### src/rtl/addsubPkg.sv
package addsubPkg;

  // Strobes from control to datapath.
  typedef struct packed {
    logic invB;  // complement the second operand
    logic cin0;  // carry into bit 0
  } addsubCtrlT;

  // Copy bit srcW-1 of v into every position at or above srcW.
  function automatic logic [63:0] signExtend(input logic [63:0] v, input int unsigned srcW);
    logic [63:0] o;
    for (int i = 0; i < 64; i++) begin
      o[i] = (i < srcW) ? v[i] : v[srcW-1];
    end
    return o;
  endfunction

endpackage

### src/rtl/addsubCtrl.sv
module addsubCtrl
  import addsubPkg::*;
(
  input  logic       subMode,
  input  logic       carryIn,
  output addsubCtrlT ctrl
);
  always_comb begin
    ctrl.invB = subMode;
    // Subtract: the +1 of the two's complement replaces the external carry.
    ctrl.cin0 = subMode ? 1'b1 : carryIn;
  end
endmodule

### src/rtl/addsubDatapath.sv
module addsubDatapath
  import addsubPkg::*;
#(
  parameter int W = 16
) (
  input  logic [W-1:0] opA,
  input  logic [W-1:0] opB,
  input  addsubCtrlT   ctrl,
  output logic [W-1:0] sumOut,
  output logic         carryTop,
  output logic         ovfCarry,
  output logic         ovfDouble
);
  localparam int NGRP = W / 4;

  logic [W-1:0] xv, yv;
  logic [W:0]   cv;

  assign xv    = opA;
  assign yv    = opB ^ {W{ctrl.invB}};
  assign cv[0] = ctrl.cin0;

  for (genvar grp = 0; grp < NGRP; grp++) begin : gSlice
    localparam int B = grp * 4;
    logic [3:0] gg, pp;
    assign gg = xv[B +: 4] & yv[B +: 4];
    assign pp = xv[B +: 4] | yv[B +: 4];
    // Two-level carry expressions; only cv[B] crosses from the slice below.
    assign cv[B+1] = gg[0] | (pp[0] & cv[B]);
    assign cv[B+2] = gg[1] | (pp[1] & gg[0]) | (pp[1] & pp[0] & cv[B]);
    assign cv[B+3] = gg[2] | (pp[2] & gg[1]) | (pp[2] & pp[1] & gg[0])
                   | (pp[2] & pp[1] & pp[0] & cv[B]);
    assign cv[B+4] = gg[3] | (pp[3] & gg[2]) | (pp[3] & pp[2] & gg[1])
                   | (pp[3] & pp[2] & pp[1] & gg[0])
                   | (pp[3] & pp[2] & pp[1] & pp[0] & cv[B]);
  end

  assign sumOut   = xv ^ yv ^ cv[W-1:0];
  assign carryTop = cv[W];
  assign ovfCarry = cv[W] ^ cv[W-1];

  // Second overflow check: one duplicated sign bit on each operand.
  logic [W:0] dblSum;
  assign dblSum    = {xv[W-1], xv} + {yv[W-1], yv} + {{W{1'b0}}, ctrl.cin0};
  assign ovfDouble = dblSum[W] ^ dblSum[W-1];
endmodule

### src/rtl/addsubTop.sv
module addsubTop
  import addsubPkg::*;
#(
  parameter int W       = 16,
  parameter bit REG_OUT = 1'b1
) (
  input  logic         clk,
  input  logic         rstN,
  input  logic [W-1:0] opA,
  input  logic [W-1:0] opB,
  input  logic         subMode,
  input  logic         carryIn,
  output logic [W-1:0] result,
  output logic         carryOut,
  output logic         overflow
);
  addsubCtrlT   ctrl;
  logic [W-1:0] sumNext;
  logic         carryNext, ovfCarry, ovfDouble;

  addsubCtrl uCtrl (
    .subMode (subMode),
    .carryIn (carryIn),
    .ctrl    (ctrl)
  );

  addsubDatapath #(.W(W)) uPath (
    .opA       (opA),
    .opB       (opB),
    .ctrl      (ctrl),
    .sumOut    (sumNext),
    .carryTop  (carryNext),
    .ovfCarry  (ovfCarry),
    .ovfDouble (ovfDouble)
  );

  if (REG_OUT) begin : gReg
    always_ff @(posedge clk) begin
      if (!rstN) begin
        result   <= '0;
        carryOut <= 1'b0;
        overflow <= 1'b0;
      end else begin
        result   <= sumNext;
        carryOut <= carryNext;
        overflow <= ovfCarry;
      end
    end
  end else begin : gComb
    assign result   = sumNext;
    assign carryOut = carryNext;
    assign overflow = ovfCarry;
  end
endmodule

### config.mk
export PLATFORM = sky130hd
export DESIGN_NAME = addsubTop
export DESIGN_NICKNAME = d
export VERILOG_FILES = /design/src/rtl/addsubPkg.sv /design/src/rtl/addsubCtrl.sv /design/src/rtl/addsubDatapath.sv /design/src/rtl/addsubTop.sv
export SDC_FILE = /design/constraint.sdc
export NUM_CORES = 1
export LEC_CHECK = 0
export BUFFER_PORTS_ARGS = -buffer_cell sky130_fd_sc_hd__buf_2
export CELL_PAD_IN_SITES_DETAIL_PLACEMENT = 0
export CELL_PAD_IN_SITES_GLOBAL_PLACEMENT = 2
export CORE_UTILIZATION = 32
export DETAILED_ROUTE_END_ITERATION = 8
export GPL_TIMING_DRIVEN = 0
export PLACE_DENSITY_LB_ADDON = 0.25
export SLEW_MARGIN = 20
export SYNTH_ARGS = -nofsm -noshare
export SYNTH_HDL_FRONTEND = slang
export SYNTH_SLANG_ARGS = --single-unit
export TNS_END_PERCENT = 50
### constraint.sdc
create_clock -name clk -period 5.9 [get_ports clk]
set_clock_uncertainty 0.15 [all_clocks]
set_input_delay 1.18 -clock clk [delete_from_list [all_inputs] [get_ports clk]]
set_output_delay 1.18 -clock clk [all_outputs]
set_load 0.02 [all_outputs]
# Word level (Yosys, flattened, before mapping)
# Cells that the tools add are included.
# totals
register_bits,18
input_bits,36
output_inout_bits,18
# op_classes
n_mux,1
bitwise_logic,116
# ops
op,n
1-bit AND,64
16-bit XOR,3
1-bit bitwise OR,40
4-bit AND,4
4-bit bitwise OR,4
1-bit two-way mux,1
1-bit XOR,1

# Longest topological paths before layout
# logic_depth
ltp_word,14
mapped_depth,13
ltp_nobuf,11

# Modules after synthesis
# A second synthesis with hierarchy kept.
# unflattened
hier_cells,204
hier_area_um2,1836.8
# by_module_without_submodules
mod,cells_per_inst,area_each_um2,n_inst,seq_area_each_um2
addsubDatapath,165,1321.3,1,0.0
addsubTop,37,501.7,1,360.3
addsubCtrl,2,13.8,1,0.0

# Worst setup path after synthesis
# Ideal clock, no wire load.
# synth_path
path_type,in2reg
from,in subMode
to,reg result[12]
path_buffers,2
setup_ns,0.065
cell_stages,11
path_slack_ns,1.912
t_arrival_ns,3.772
path_cell_list,buf_2 buf_2 xnor2_1 ha_1 nor2_1 a221o_1 or4_1 o22a_1 a21oi_1 fa_1 nor2b_1
# synth_via
elab_chain_cells,12
# synth_lines
element,line_no,text
from (decl),addsubTop.sv:11,"input logic subMode,"
16-bit XOR,addsubDatapath.sv:20,assign yv = opB ^ {W{ctrl.invB}};
4-bit bitwise OR / 4-bit AND (equally long branches),"addsubDatapath.sv:27, addsubDatapath.sv:26",
"1-bit AND, on equally long branches","addsubDatapath.sv:33, addsubDatapath.sv:34, addsubDatapath.sv:35",
1-bit bitwise OR (tied with other cells) (2 in series),addsubDatapath.sv:33,assign cv[B+4] = gg[3] | (pp[3] & gg[2]) | (pp[3] & pp[2] & gg[1])
1-bit bitwise OR / 1-bit AND (equally long branches),"addsubDatapath.sv:34, addsubDatapath.sv:35",
1-bit bitwise OR,addsubDatapath.sv:35,| (pp[3] & pp[2] & pp[1] & pp[0] & cv[B]);
1-bit AND,addsubDatapath.sv:35,
1-bit bitwise OR,addsubDatapath.sv:35,
1-bit AND,addsubDatapath.sv:35,
1-bit bitwise OR,addsubDatapath.sv:35,
16-bit XOR (*),addsubDatapath.sv:38,assign sumOut = xv ^ yv ^ cv[W-1:0];
to (signal assigned),addsubTop.sv:44,result <= sumNext;
to (decl),addsubTop.sv:13,"output logic [W-1:0] result,"
# Every way passes the cells marked *; elsewhere a longest branch is shown, timed or not.
# A chain may end at the register's enable or synchronous reset.

# Worst setup path after layout
# Ends and elaborated chain as after synthesis.

==> impl_metrics.json <==
{
  "gp_routability_congestion": 0.747,
  "combinational_family_with_the_most_area_after_synthesis": "adder cells",
  "drt.antenna.violating_nets": 0,
  "boundary_pin_count": 54,
  "intPower_uw": 282,
  "row_count": 26,
  "yosys.cell_count.top_type": "inv_1",
  "grt_util_all_layers_pct": 13.8,
  "cts.repair_timing.setup_buffer_count": 0,
  "synth.ff_latch_count": 18,
  "p_comb_share_pct": 47.2,
  "synth_cell_count_leaders": "inv_1, ha_1, dfxtp_1, xor2_1, nor2b_1",
  "cts-resized-gates": 0,
  "post_synth_fa_ha_maj_area_fraction_pct": 27.6,
  "yosys.area_share.xor_xnor_pct": 11.1,
  "share_of_cells_above_drive_strength_1_pct": 23.8,
  "ctsLongestPathBuffers": 2,
  "clock-sinks": 18,
  "chipHeight_um": 75.8,
  "grt_overflow_total": 0,
  "crit_fanout": 10,
  "p_leak_nw": 1.14,
  "clock.fmax_mhz": 248,
  "finalPower_uw": 448,
  "cts_tree": "built",
  "mappedNetlistNets": 274,
  "antenna_diodes": 0,
  "drt_first_pass_iters": 4,
  "root_buffer": "clkbuf_8",
  "synth_sequential_area_ratio_pct": 20.7,
  "synth-simple-area-share_pct": 18.6,
  "final.fill_count": 556,
  "dpl.cell_count": 323,
  "number_of_global_route_vias_before_repair": 1300,
  "vias_per_cell": 4.34,
  "detail_route.iter0.violations": 38,
  "htree_num_levels": 1,
  "area_of_the_die_mm2": 0.00574,
  "area_growth_syn_to_layout_pct": 22.1,
  "netlist_area_mm2": 0.00174,
  "clock_power_share_pct": 19.7,
  "fin_hold_ws_ns": 1.22,
  "unrepaired_setup_endpoints_after_global_routing": "false",
  "timing.hold.worst.class": "input pin to flip-flop",
  "switching_portion_of_total_power_pct": 37.0,
  "finalNonFillerCells": 326,
  "postLayoutCoreUtil_pct": 41.1,
  "slew_headroom_pct": 69.0,
  "ys_warn_count": 0,
  "numPortBuffers": 51,
  "ir_worst_vdd_v": 0.0000852,
  "die-width_um": 75.8,
  "global_route_wire_length_before_repair_mm": 5.86,
  "total_clock_buffers_created_by_cts": 3,
  "cts.clk_slew.worst_paths_ns": 0.08,
  "synth.area.mux_share_pct": 2.95,
  "drt_wirelength_mm": 3.54,
  "drv.max_cap_violation_count": 0,
  "post_synth_inst_count": 202,
  "critical_path_required_ns": 5.95,
  "hpwl_mm": 2.93,
  "timing_worst_setup_path_type": "input pin to flip-flop",
  "maximum_number_of_pins_on_one_net_before_global_route_repair": 11,
  "synthDominantCellAreaShare_pct": 23.0,
  "power_per_cell_area_mw_per_mm2": 211,
  "setup_violations": 0,
  "run_status": "finished clean",
  "starting_density_of_the_core_pct": 33.7,
  "post-synth-top-area-cell": "ha_1",
  "synth_top_flop_cell": "dfxtp_1",
  "timing.final.crit_period_ns": 4.03,
  "timing.final.hold_violations": 0,
  "p_switching_uw": 166,
  "avgRoutedWirePerCell_um": 10.9,
  "critPathArrivalTime_ns": 4.08,
  "p_seq_share_pct": 33.1,
  "synth_compound_gate_area_share_pct": 9.70,
  "asyncSetResetFlopFracSynth_pct": 0,
  "tightest_slew_ns": 0.465,
  "core_area_mm2": 0.00517,
  "finalSetupTns_ns": 0,
  "nets": 330,
  "detailroute.via_count": 1415,
  "synth_enable_flop_cells": 0,
  "endpoint_kind": "flip-flop",
  "post_synth_main_area_contributors": "ha_1, dfxtp_1, inv_1, xor2_1, fa_1",
  "setup.worst_path.start_class": "input pin",
  "cts_hold_repair.buffers": 0,
  "synth.avg_cell_area_um2": 8.62,
  "maxSlewViolCount": 0,
  "yosys.cell_types.count": 41,
  "finalCritPeriodShare_pct": 68.4,
  "drc": 0,
  "antenna_violations_before_repair": 0
}
cell usage in the layout (no fill, tap or decap), types with 3 or more instances in the layout:
cell type,n
and2_1,6
a21oi_1,4
o211ai_1,3
nand2_1,6
clkbuf_1,3
nand2b_1,5
xnor2_1,8
nor3_1,3
clkbuf_8,3
nand3_1,5
dfxtp_1,18
inv_1,38
buf_2,53
mux2i_1,4
ha_1,32
fa_1,4
nor2_1,7
nor2b_1,11
xor2_1,14
power by group through the flow:
stage	clock (mW)	combinational [mW]	sequential, mW
6_report	0.0881	0.211	0.148
5_1_grt	0.0993	0.243	0.152
4_1_cts	0.0943	0.216	0.149
3_5_place_dp	0	0.215	0.151
3_3_place_gp	0	0.214	0.151
2_1_floorplan	0	0.123	0.182
critical path, stage by stage:
cell     delay (ns)
buf_2          0.22
buf_2          0.37
xnor2_1        0.19
ha_1           0.23
nor2_1         0.07
a221o_1        0.39
or4_1          0.48
o22a_1         0.22
a21oi_1        0.19
fa_1           0.43
nor2b_1        0.10
final timing paths:
path,startpoint,end,slack [ns],cells past startpoint
worst max-delay path,subMode,result[12]$_SDFF_PN0_,1.87,11
worst min-delay path,opA[15],carryOut$_SDFF_PN0_,1.22,3
stage by stage:
step                      setup WS, ns  instance area (um^2)
after global placement            1.55                  2080
after CTS                         1.80                  2130
after floorplan                   1.91                  1740
after global routing              1.67                  2130
final                             1.87                  2130
after detailed placement          1.53                  2080
state kept, by name (all words and copies together) (netlist names):
name	count
carryOut	1
overflow	1
result	16
area by class of cell:
type	count	area, um^2	share of cell area [%]
timing repair buffer	51	255	12.0
tap	70	87.6	4.12
sequential	18	360	17.0
inverter	38	143	6.71
buffer	5	21.3	1.00
clock buffer	3	41.3	1.94
multi-input combinational	141	1220	57.3
cells by family (layout without fill, tap and decap cells):
kind of cell	after synthesis	in the layout
AOI/OAI and AO/OA	22	22
xor gates and xnor gates	22	22
adders and majority gates	36	36
buffers and inverters	43	97
DFF	18	18
muxes	5	5
and+or+nand+nor	56	56
routing by layer:
metal	vias to the layer above	GRT usage, %	wire, um
met2	28	24.5	1750
met1	627	17.0	1650
met3	2	2.51	122
met5	-	0	0
li1	758	-	-
met4	0	3.70	18
Note: power is estimated with default switching activity, not from simulation.
